==> config.mk <==
export PLATFORM = sky130hd
export DESIGN_NAME = uwire_eeprom
export DESIGN_NICKNAME = d
export VERILOG_FILES = /design/src/rtl/uwire_pkg.sv /design/src/rtl/uwire_prog_timer.sv /design/src/rtl/uwire_array.sv /design/src/rtl/uwire_ctrl.sv /design/src/rtl/uwire_eeprom.sv
export SDC_FILE = /design/constraint.sdc
export NUM_CORES = 2
export LEC_CHECK = 0
export ABC_AREA = 1
export BUFFER_PORTS_ARGS = -buffer_cell sky130_fd_sc_hd__buf_2
export CORE_UTILIZATION = 65
export CTS_CLUSTER_DIAMETER = 30
export DETAILED_ROUTE_END_ITERATION = 8
export GPL_ROUTABILITY_DRIVEN = 0
export MAX_ROUTING_LAYER = met4
export PLACE_DENSITY = 0.9
export SYNTH_ARGS = -nofsm -noshare
export SYNTH_HDL_FRONTEND = slang
export SYNTH_SLANG_ARGS = --single-unit
==> constraint.sdc <==
create_clock -name clk -period 3.03 [get_ports clk]
set_input_delay 0.606 -clock clk [delete_from_list [all_inputs] [get_ports clk]]
set_output_delay 0.606 -clock clk [all_outputs]
set_load 0.03 [all_outputs]
==> src/rtl/uwire_pkg.sv <==
package uwire_pkg;

   typedef enum logic [2:0] {
      OP_NONE,
      OP_WRITE,
      OP_ERASE,
      OP_ERAL,
      OP_WRAL
   } op_e;

   typedef enum logic [2:0] {
      ST_IDLE,
      ST_OPC,
      ST_ADDR,
      ST_DATA,
      ST_READ,
      ST_HOLD
   } st_e;

   localparam logic [1:0] OPC_READ  = 2'b10;
   localparam logic [1:0] OPC_WRITE = 2'b01;
   localparam logic [1:0] OPC_ERASE = 2'b11;
   localparam logic [1:0] OPC_EXT   = 2'b00;

   localparam logic [1:0] EXT_WEN   = 2'b11;
   localparam logic [1:0] EXT_WDIS  = 2'b00;
   localparam logic [1:0] EXT_ERAL  = 2'b10;
   localparam logic [1:0] EXT_WRAL  = 2'b01;

endpackage

==> src/rtl/uwire_prog_timer.sv <==
module uwire_prog_timer
   import uwire_pkg::*;
#(
   parameter int T_UNIT = 32
) (
   input  logic clk,
   input  logic rst_n,
   input  logic start_i,
   input  op_e  op_i,
   output logic busy_o,
   output logic done_o
);

   localparam int MAX_CYC = 16 * T_UNIT;
   localparam int CW      = $clog2(MAX_CYC + 1);

   generate
      if (T_UNIT < 1) begin : g_bad_unit
         $error("uwire_prog_timer: T_UNIT must be at least 1");
      end
   endgenerate

   logic [CW-1:0] dur;
   logic [CW-1:0] cnt_q;

   always_comb begin
      unique case (op_i)
         OP_ERAL: dur = CW'(8 * T_UNIT);
         OP_WRAL: dur = CW'(16 * T_UNIT);
         default: dur = CW'(3 * T_UNIT);
      endcase
   end

   always_ff @(posedge clk or negedge rst_n) begin
      if (!rst_n) begin
         cnt_q <= '0;
      end else if (start_i) begin
         cnt_q <= dur;
      end else if (cnt_q != '0) begin
         cnt_q <= cnt_q - CW'(1);
      end
   end

   assign busy_o = (cnt_q != '0);
   assign done_o = (cnt_q == CW'(1));

endmodule

==> src/rtl/uwire_array.sv <==
module uwire_array
   import uwire_pkg::*;
#(
   parameter int         AW16      = 6,
   parameter logic [7:0] INIT_BYTE = 8'hFF
) (
   input  logic             clk,
   input  logic             rst_n,
   input  logic             org16_i,
   input  logic             commit_i,
   input  op_e              op_i,
   input  logic [AW16:0]    op_addr_i,
   input  logic [15:0]      op_data_i,
   input  logic [AW16:0]    rd_addr_i,
   output logic [15:0]      rd_word_o
);

   localparam int AWX    = AW16 + 1;
   localparam int NBYTES = 1 << AWX;

   generate
      if (AW16 < 3 || AW16 > 10) begin : g_bad_aw
         $error("uwire_array: AW16 must lie in 3..10");
      end
   endgenerate

   logic [7:0] mem_q [NBYTES];

   always_ff @(posedge clk or negedge rst_n) begin
      if (!rst_n) begin
         for (int i = 0; i < NBYTES; i++) begin
            mem_q[i] <= INIT_BYTE;
         end
      end else if (commit_i) begin
         for (int i = 0; i < NBYTES; i++) begin
            logic       hit;
            logic [7:0] wb;
            hit = org16_i ? (op_addr_i[AW16-1:0] == i[AWX-1:1])
                          : (op_addr_i == i[AWX-1:0]);
            wb  = (org16_i && i[0]) ? op_data_i[15:8] : op_data_i[7:0];
            unique case (op_i)
               OP_WRITE: if (hit) mem_q[i] <= wb;
               OP_ERASE: if (hit) mem_q[i] <= 8'hFF;
               OP_ERAL:  mem_q[i] <= 8'hFF;
               OP_WRAL:  mem_q[i] <= wb;
               default:  ;
            endcase
         end
      end
   end

   always_comb begin
      if (org16_i) begin
         rd_word_o = {mem_q[{rd_addr_i[AW16-1:0], 1'b1}],
                      mem_q[{rd_addr_i[AW16-1:0], 1'b0}]};
      end else begin
         rd_word_o = {mem_q[rd_addr_i], 8'h00};
      end
   end

endmodule

==> src/rtl/uwire_ctrl.sv <==
module uwire_ctrl
   import uwire_pkg::*;
#(
   parameter int AW16 = 6
) (
   input  logic           clk,
   input  logic           rst_n,
   input  logic           cs_i,
   input  logic           sk_i,
   input  logic           di_i,
   input  logic           org16_i,
   input  logic           busy_i,
   input  logic [15:0]    rd_word_i,
   output logic [AW16:0]  rd_addr_o,
   output logic           start_o,
   output op_e            op_o,
   output logic [AW16:0]  op_addr_o,
   output logic [15:0]    op_data_o,
   output logic           wen_o,
   output logic           stat_en_o,
   output logic           do_o,
   output logic           do_oe_o
);

   localparam int AWX  = AW16 + 1;
   localparam int CNTW = $clog2(((AWX > 16) ? AWX : 16) + 1);
   localparam logic [AWX-1:0] MASK16 = {1'b0, {AW16{1'b1}}};

   logic           cs_q, sk_q, sk_qq, di_q;
   logic           rise;
   st_e            state_q;
   logic [CNTW-1:0] cnt_q;
   logic [1:0]     opc_q;
   logic [AWX-1:0] addr_q;
   logic [15:0]    data_q;
   logic [AWX-1:0] rd_ptr_q;
   logic [15:0]    rd_sh_q;
   logic           out_q;
   logic           wen_q;
   logic           stat_en_q;
   logic           start_q;
   op_e            op_q;
   logic [AWX-1:0] op_addr_q;
   logic [15:0]    op_data_q;

   logic [AWX-1:0]  addr_full, addr_next, ptr_inc;
   logic [1:0]      ext;
   logic [15:0]     data_full;
   logic [CNTW-1:0] aw_last, dw_last;

   always_ff @(posedge clk or negedge rst_n) begin
      if (!rst_n) begin
         cs_q  <= 1'b0;
         sk_q  <= 1'b0;
         sk_qq <= 1'b0;
         di_q  <= 1'b0;
      end else begin
         cs_q  <= cs_i;
         sk_q  <= sk_i;
         sk_qq <= sk_q;
         di_q  <= di_i;
      end
   end

   assign rise = cs_q & sk_q & ~sk_qq;

   always_comb begin
      addr_full = {addr_q[AWX-2:0], di_q};
      addr_next = org16_i ? (addr_full & MASK16) : addr_full;
      ext       = org16_i ? addr_next[AW16-1 -: 2] : addr_next[AWX-1 -: 2];
      ptr_inc   = rd_ptr_q + AWX'(1);
      if (org16_i) ptr_inc = ptr_inc & MASK16;
      data_full = {data_q[14:0], di_q};
      aw_last   = org16_i ? CNTW'(AW16 - 1) : CNTW'(AW16);
      dw_last   = org16_i ? CNTW'(15) : CNTW'(7);
      rd_addr_o = (state_q == ST_ADDR) ? addr_next : ptr_inc;
   end

   always_ff @(posedge clk or negedge rst_n) begin
      if (!rst_n) begin
         state_q   <= ST_IDLE;
         cnt_q     <= '0;
         opc_q     <= '0;
         addr_q    <= '0;
         data_q    <= '0;
         rd_ptr_q  <= '0;
         rd_sh_q   <= '0;
         out_q     <= 1'b0;
         wen_q     <= 1'b0;
         stat_en_q <= 1'b0;
         start_q   <= 1'b0;
         op_q      <= OP_NONE;
         op_addr_q <= '0;
         op_data_q <= '0;
      end else begin
         start_q <= 1'b0;
         if (!cs_q) begin
            state_q <= ST_IDLE;
            cnt_q   <= '0;
         end else if (rise) begin
            unique case (state_q)
               ST_IDLE: begin
                  if (!busy_i && di_q) begin
                     state_q   <= ST_OPC;
                     cnt_q     <= '0;
                     stat_en_q <= 1'b0;
                  end
               end
               ST_OPC: begin
                  opc_q <= {opc_q[0], di_q};
                  if (cnt_q == CNTW'(1)) begin
                     state_q <= ST_ADDR;
                     cnt_q   <= '0;
                  end else begin
                     cnt_q <= cnt_q + CNTW'(1);
                  end
               end
               ST_ADDR: begin
                  addr_q <= addr_full;
                  if (cnt_q != aw_last) begin
                     cnt_q <= cnt_q + CNTW'(1);
                  end else begin
                     cnt_q <= '0;
                     unique case (opc_q)
                        OPC_READ: begin
                           state_q  <= ST_READ;
                           rd_ptr_q <= addr_next;
                           rd_sh_q  <= rd_word_i;
                           out_q    <= 1'b0;
                        end
                        OPC_ERASE: begin
                           op_q      <= OP_ERASE;
                           op_addr_q <= addr_next;
                           if (wen_q) begin
                              start_q   <= 1'b1;
                              stat_en_q <= 1'b1;
                              state_q   <= ST_IDLE;
                           end else begin
                              state_q <= ST_HOLD;
                           end
                        end
                        OPC_WRITE: begin
                           op_q      <= OP_WRITE;
                           op_addr_q <= addr_next;
                           state_q   <= ST_DATA;
                        end
                        default: begin
                           unique case (ext)
                              EXT_WEN: begin
                                 wen_q   <= 1'b1;
                                 state_q <= ST_HOLD;
                              end
                              EXT_WDIS: begin
                                 wen_q   <= 1'b0;
                                 state_q <= ST_HOLD;
                              end
                              EXT_ERAL: begin
                                 op_q <= OP_ERAL;
                                 if (wen_q) begin
                                    start_q   <= 1'b1;
                                    stat_en_q <= 1'b1;
                                    state_q   <= ST_IDLE;
                                 end else begin
                                    state_q <= ST_HOLD;
                                 end
                              end
                              default: begin
                                 op_q    <= OP_WRAL;
                                 state_q <= ST_DATA;
                              end
                           endcase
                        end
                     endcase
                  end
               end
               ST_DATA: begin
                  data_q <= data_full;
                  if (cnt_q != dw_last) begin
                     cnt_q <= cnt_q + CNTW'(1);
                  end else begin
                     cnt_q     <= '0;
                     op_data_q <= org16_i ? data_full : {8'h00, data_full[7:0]};
                     if (wen_q) begin
                        start_q   <= 1'b1;
                        stat_en_q <= 1'b1;
                        state_q   <= ST_IDLE;
                     end else begin
                        state_q <= ST_HOLD;
                     end
                  end
               end
               ST_READ: begin
                  out_q <= rd_sh_q[15];
                  if (cnt_q == dw_last) begin
                     cnt_q    <= '0;
                     rd_sh_q  <= rd_word_i;
                     rd_ptr_q <= ptr_inc;
                  end else begin
                     cnt_q   <= cnt_q + CNTW'(1);
                     rd_sh_q <= {rd_sh_q[14:0], 1'b0};
                  end
               end
               default: ;
            endcase
         end
      end
   end

   assign start_o   = start_q;
   assign op_o      = op_q;
   assign op_addr_o = op_addr_q;
   assign op_data_o = op_data_q;
   assign wen_o     = wen_q;
   assign stat_en_o = stat_en_q;
   assign do_oe_o   = cs_q & (stat_en_q | (state_q == ST_READ));
   assign do_o      = do_oe_o & (stat_en_q ? ~busy_i : out_q);

endmodule

==> src/rtl/uwire_eeprom.sv <==
module uwire_eeprom
   import uwire_pkg::*;
#(
   parameter int         AW16      = 6,
   parameter int         T_UNIT    = 32,
   parameter logic [7:0] INIT_BYTE = 8'hFF
) (
   input  logic clk,
   input  logic rst_n,
   input  logic cs_i,
   input  logic sk_i,
   input  logic di_i,
   input  logic org16_i,
   output logic do_o,
   output logic do_oe_o
);

   localparam int AWX = AW16 + 1;

   logic           prog_start;
   logic           prog_busy;
   logic           prog_done;
   logic           wr_en;
   logic           stat_en;
   op_e            op;
   logic [AWX-1:0] op_addr;
   logic [15:0]    op_data;
   logic [AWX-1:0] rd_addr;
   logic [15:0]    rd_word;

   uwire_ctrl #(.AW16(AW16)) i_ctrl (
      .clk       (clk),
      .rst_n     (rst_n),
      .cs_i      (cs_i),
      .sk_i      (sk_i),
      .di_i      (di_i),
      .org16_i   (org16_i),
      .busy_i    (prog_busy),
      .rd_word_i (rd_word),
      .rd_addr_o (rd_addr),
      .start_o   (prog_start),
      .op_o      (op),
      .op_addr_o (op_addr),
      .op_data_o (op_data),
      .wen_o     (wr_en),
      .stat_en_o (stat_en),
      .do_o      (do_o),
      .do_oe_o   (do_oe_o)
   );

   uwire_prog_timer #(.T_UNIT(T_UNIT)) i_timer (
      .clk     (clk),
      .rst_n   (rst_n),
      .start_i (prog_start),
      .op_i    (op),
      .busy_o  (prog_busy),
      .done_o  (prog_done)
   );

   uwire_array #(.AW16(AW16), .INIT_BYTE(INIT_BYTE)) i_array (
      .clk       (clk),
      .rst_n     (rst_n),
      .org16_i   (org16_i),
      .commit_i  (prog_done),
      .op_i      (op),
      .op_addr_i (op_addr),
      .op_data_i (op_data),
      .rd_addr_i (rd_addr),
      .rd_word_o (rd_word)
   );

endmodule

==> impl_metrics.tcl, run 1 <==
set metrics [dict create \
    clock_path_buffers 3 \
    netlist_instances 8846 \
    numClockSinks 1122 \
    antenna_found_initial 30 \
    synthArstFlopShare_pct 100 \
    floorplan.initialDensity_pct 66.0 \
    synth_ff_type "dfstp_2" \
    synth_edf_count 0 \
    grt_max_degree 134 \
    synth_fp_nets 8866 \
    ys_types 49 \
    outcome "aborted with a tool error" \
    yosys_warnings 0 \
    synth_seq_cells 1122 \
    htreeDepth 4 \
    ys_seq_area_share_pct 45.7 \
    worstEndpointGrtRepair "i_ctrl.rd_sh_q[15]$_DFFE_PN0P_/D" \
    cts-root-buf "clkbuf_16" \
    die_w_um 316 \
    netlist_area_sq_mm 0.0642 \
    rows 114 \
    hpwlAfterDp_um 147000 \
    die_h_um 316 \
    worstEndpointType "sequential cell input" \
    synth.avg_cell_area_sq_um 7.26 \
    lastStage "global routing (5_1_grt)" \
    io_pins 8 \
    grt_usage_pct 65.7 \
    error "[ERROR GRT-0232] Routing congestion too high. Check the congestion heatmap in the GUI." \
    grt_overflow_total 12 \
    io_buffer_count 7 \
    numCtsBuffers 212 \
]
[Yosys cell counts (all sizes together) (4+ instances only)]
library cell	instances	share of area (%)
or2	7	0.068
o221ai	20	0.27
a21boi	8	0.094
dfrtp	98	3.8
buf	355	2.9
inv	645	3.8
o21ai	1298	10
nand3b	40	0.47
a211oi	4	0.047
nor3	11	0.086
o211ai	295	3.4
nand4	7	0.078
nor2	154	0.94
nand2	2963	17
ha	14	0.27
dfstp	1024	42
o31ai	8	0.094
a21oi	89	0.69
clkbuf	324	1.9
a31oi	4	0.049
nand3	1457	11
[layer usage]
layer / track usage, % / overflow
met2: 77.4 / 3
met4: 58.1 / 6
met3: 52.4 / 2
met1: 67.5 / 1
met5: - / -
[cells by family after synthesis]
group	after synthesis	share of synthesized area, %
XOR/XNOR	5	0.0682
AND/OR/NAND/NOR	4639	30.4
flip-flops	1122	45.7
buffers and inverters	1324	8.53
AO/OA/AOI/OAI	1741	15.0
multiplexers	1	0.0175
adder cells (fa/ha/maj)	14	0.273
[through the flow]
step                      setup WS, ps  TNS (ps)  area [sq um]  instances  hold WS (ps)
after floorplan                    184         0         64200       8846           310
after global placement           -20.6     -36.8         67100       9811           361
after detailed placement         -88.5      -238         67100       9811           371
after CTS                        -24.8     -24.8         74800      10200          62.2
[repair_timing]
item | CTS
resized for setup | 19
endpoints found under the setup margin | 15
cloned | 3
buffers inserted | 13
hold buffers | 3
pin swaps | 4
hold endpoints to repair | 3
==> run 2: changes to the inputs <==
--- a/config.mk
+++ b/config.mk
@@ -7,12 +7,10 @@
 export LEC_CHECK = 0
 export ABC_AREA = 1
 export BUFFER_PORTS_ARGS = -buffer_cell sky130_fd_sc_hd__buf_2
-export CORE_UTILIZATION = 65
-export CTS_CLUSTER_DIAMETER = 30
+export CORE_UTILIZATION = 40
 export DETAILED_ROUTE_END_ITERATION = 8
 export GPL_ROUTABILITY_DRIVEN = 0
-export MAX_ROUTING_LAYER = met4
-export PLACE_DENSITY = 0.9
+export PLACE_DENSITY_LB_ADDON = 0.15
 export SYNTH_ARGS = -nofsm -noshare
 export SYNTH_HDL_FRONTEND = slang
 export SYNTH_SLANG_ARGS = --single-unit
==> impl_metrics.tcl, run 2 <==
set metrics [dict create \
    htreeDepth 4 \
    grt_overflow_total 0 \
    post-synth-top-count-cell "nand2_1" \
    cpMaxStageDelayCell "dfrtp_1" \
    max_slew_margin_pct 23.8 \
    muxShareOfSynthArea_pct 0.0175 \
    ys_seq_area_share_pct 45.7 \
    largest_register_ffs 1024 \
    antenna_left 0 \
    crit_required_ps 3710 \
    hpwlAfterDp_um 166000 \
    setup_slack_ps -28.1 \
    synth_ff_type "dfstp_2" \
    fillers 15800 \
    netlist_instances 8846 \
    synth_common_cells "2956 x nand2_1, 1456 x nand3_1, 1267 x o21ai_0" \
    drc 0 \
    hold_class "in -> async" \
    drive_above_1_share_pct 21.3 \
    crit_buf_inv 2 \
    largest_register "i_array.mem_q" \
    ys_types 49 \
    die_w_um 403 \
    clock.fmax_ghz 0.327 \
    cts-root-buf "clkbuf_16" \
    peakVddDrop_uv 697 \
    skew_ps 51.9 \
    numCtsBuffers 136 \
    dpl.cell_count 10700 \
    grt_pass1_wl_um 382000 \
    rows 146 \
    multiInputGateArea_sq_mm 0.0302 \
    synth_area_leader_cell "dfstp_2" \
    wl_per_cell_um 23.4 \
    final_nets 8832 \
    io_buffer_count 7 \
    synth_seq_cells 1122 \
    floorplan.initialDensity_pct 40.4 \
    grt_max_degree 129 \
    rsz0062_at_grt "yes" \
    num_vias 63100 \
    die_h_um 403 \
    critPathLaunchType "flop" \
    cp_max_fo 73 \
    grt_pass1_vias 59500 \
    vias_per_cell 5.74 \
    netlist_area_sq_mm 0.0642 \
    post-place-ws_ps -152 \
    wirelength_um 257000 \
    fin_total_pwr_w 0.0585 \
    synth_simple_gate_area_share_pct 30.4 \
    synth_top_family_by_area "simple AND/OR/NAND/NOR gates" \
    antenna_found_initial 4 \
    synth_edf_count 0 \
    seq_area_sq_mm 0.0294 \
    clk_latency_ps 800 \
    cp_data_arrival_time_ps 3740 \
    synth_compound_area_share_pct 15.0 \
    hold_viol_final 0 \
    core_area_sq_mm 0.159 \
    maxSlewViolCount 0 \
    cp_top_family "simple AND/OR/NAND/NOR gates" \
    io_pins 8 \
    yosys_warnings 0 \
    yosysTopAreaCellShare_pct 41.9 \
    final_cell_mix "2956 x nand2_1, 1375 x nand3_1, 1265 x o21ai_0" \
    cp-end-kind "flop" \
    synth.avg_cell_area_sq_um 7.26 \
    fin_util_pct 47.8 \
    synthTopCellsByArea "dfstp_2 42%, nand2_1 17%, nand3_1 11%" \
    min_period_ps 3060 \
    drtPass1Iterations 8 \
    cp_common_cell "nand3_1" \
    area_delta_synth_final_pct 18.2 \
    clock_path_buffers 3 \
    cts_tree "done" \
    fin_crit_sh_pct 101 \
    outcome "finished with violations" \
    synth_fp_nets 8866 \
    clk_pin_slew_ps 60 \
    synth_xor_area_share_pct 0.0682 \
    synthAdderAreaFrac_pct 0.273 \
    numClockSinks 1122 \
    crit_path_cell_trace "inv_2 -> nand2_2 -> nor2_4 -> nand2_2 -> nand2_8 -> buf_12 -> nand2_1 -> o211ai_1 -> nand3_1 -> nand3_1 -> nand3_1 -> nand3_1 -> nand2_1 -> nand2_1 -> a21oi_1" \
    die-area_sq_mm 0.162 \
    power_density_mw_per_mm2 770 \
    max_cap_viol_count 0 \
    worst_pin_slew_ps 1140 \
    synthArstFlopShare_pct 100 \
    criticalPathCategory "reg -> reg" \
    critical_path.max_stage_delay_ps 420 \
    p_leak_nw 29.7 \
    final_common_cell "nand2_1" \
    violations "setup timing" \
    finalSetupViolCount 1 \
    grt_usage_pct 30.9 \
    drt_iter0_markers 7769 \
    layoutNonFillerInstCount 11000 \
]
==> run 2: path summary, 6_finish.rpt <==
path / startpoint / endpoint / slack (ps) / cells past startpoint
setup / recovery: i_ctrl.state_q[0] / i_ctrl.rd_sh_q[3] / -30 / 15
hold / removal: rst_n / i_array.mem_q[514] / 160 / 1
setup reg to reg: i_ctrl.state_q[0] / i_ctrl.rd_sh_q[3] / -30 / 15
hold reg to reg: i_ctrl.sk_q / i_ctrl.sk_qq / 390 / 0
max in group asynchronous: rst_n / i_array.mem_q[87] / 2130 / 3
min in group clk: i_ctrl.sk_q / i_ctrl.sk_qq / 390 / 0
==> run 2: through the flow <==
step	TNS, ps	area (sq um)	hold slack [ps]
2_1_floorplan	0	64200	310
3_3_place_gp	-523	69800	364
3_5_place_dp	-399	69800	370
4_1_cts	0	74900	132
5_1_grt	-117	75900	148
6_report	-28.1	75900	155
==> run 2: kinds of logic (layout without fill, tap and decap cells) <==
| family | count (synthesis) | after routing |
|---|---|---|
| buffers and inverters | 1324 | 1403 |
| XOR/XNOR | 5 | 5 |
| multiplexers | 1 | 1 |
| other | 0 | 1 |
| AND/OR/NAND/NOR | 4639 | 4640 |
| AO/OA/AOI/OAI | 1741 | 1741 |
| adder cells (fa/ha/maj) | 14 | 14 |
| flip-flops | 1122 | 1122 |
==> run 2: cell type report <==
type | instances | area share [%]
inverter | 645 | 3.22
multi-input combinational | 6401 | 39.7
tap | 2072 | 3.41
timing repair buffer | 506 | 8.52
clock inverter | 54 | 1.15
antenna | 1 | 0.00330
sequential | 1122 | 38.7
clock buffer | 198 | 5.29
==> run 2: per-layer routing <==
layer,global-route usage (%),routed length (um),vias up
met3,7.19,25800,539
met2,45.6,110000,3055
met4,15.0,12700,2
met1,42.6,108000,30400
li1,-,-,29200
met5,0.149,124,-
==> run 2: where the power goes <==
part / leakage [nW] / internal (W) / switching (W)
sequential: 11.8 / 0.0155 / 0.000259
combinational: 15.6 / 0.00831 / 0.0165
clock: 2.40 / 0.0108 / 0.00708
==> run 2: timing repair <==
| item | 4_1_cts | 5_1_grt |
|---|---|---|
| endpoints found under the setup margin | 8 | 17 |
| resized for setup | 23 | 112 |
| setup buffers | 4 | 21 |
| cloned | 1 | 10 |
| hold endpoints to repair | 3 | 0 |
| pin swaps | 3 | 11 |
| hold buffers | 3 | 0 |
==> run 2: worst reg2reg max path: cells and delay by family (launching register included) <==
| family | cells | cell delay, ps |
|---|---|---|
| buffers and inverters | 2 | 450 |
| DFF | 1 | 420 |
| and+or+nand+nor | 11 | 1890 |
| AOI/OAI and AO/OA | 2 | 200 |
Power figures use the tool's default switching activity.
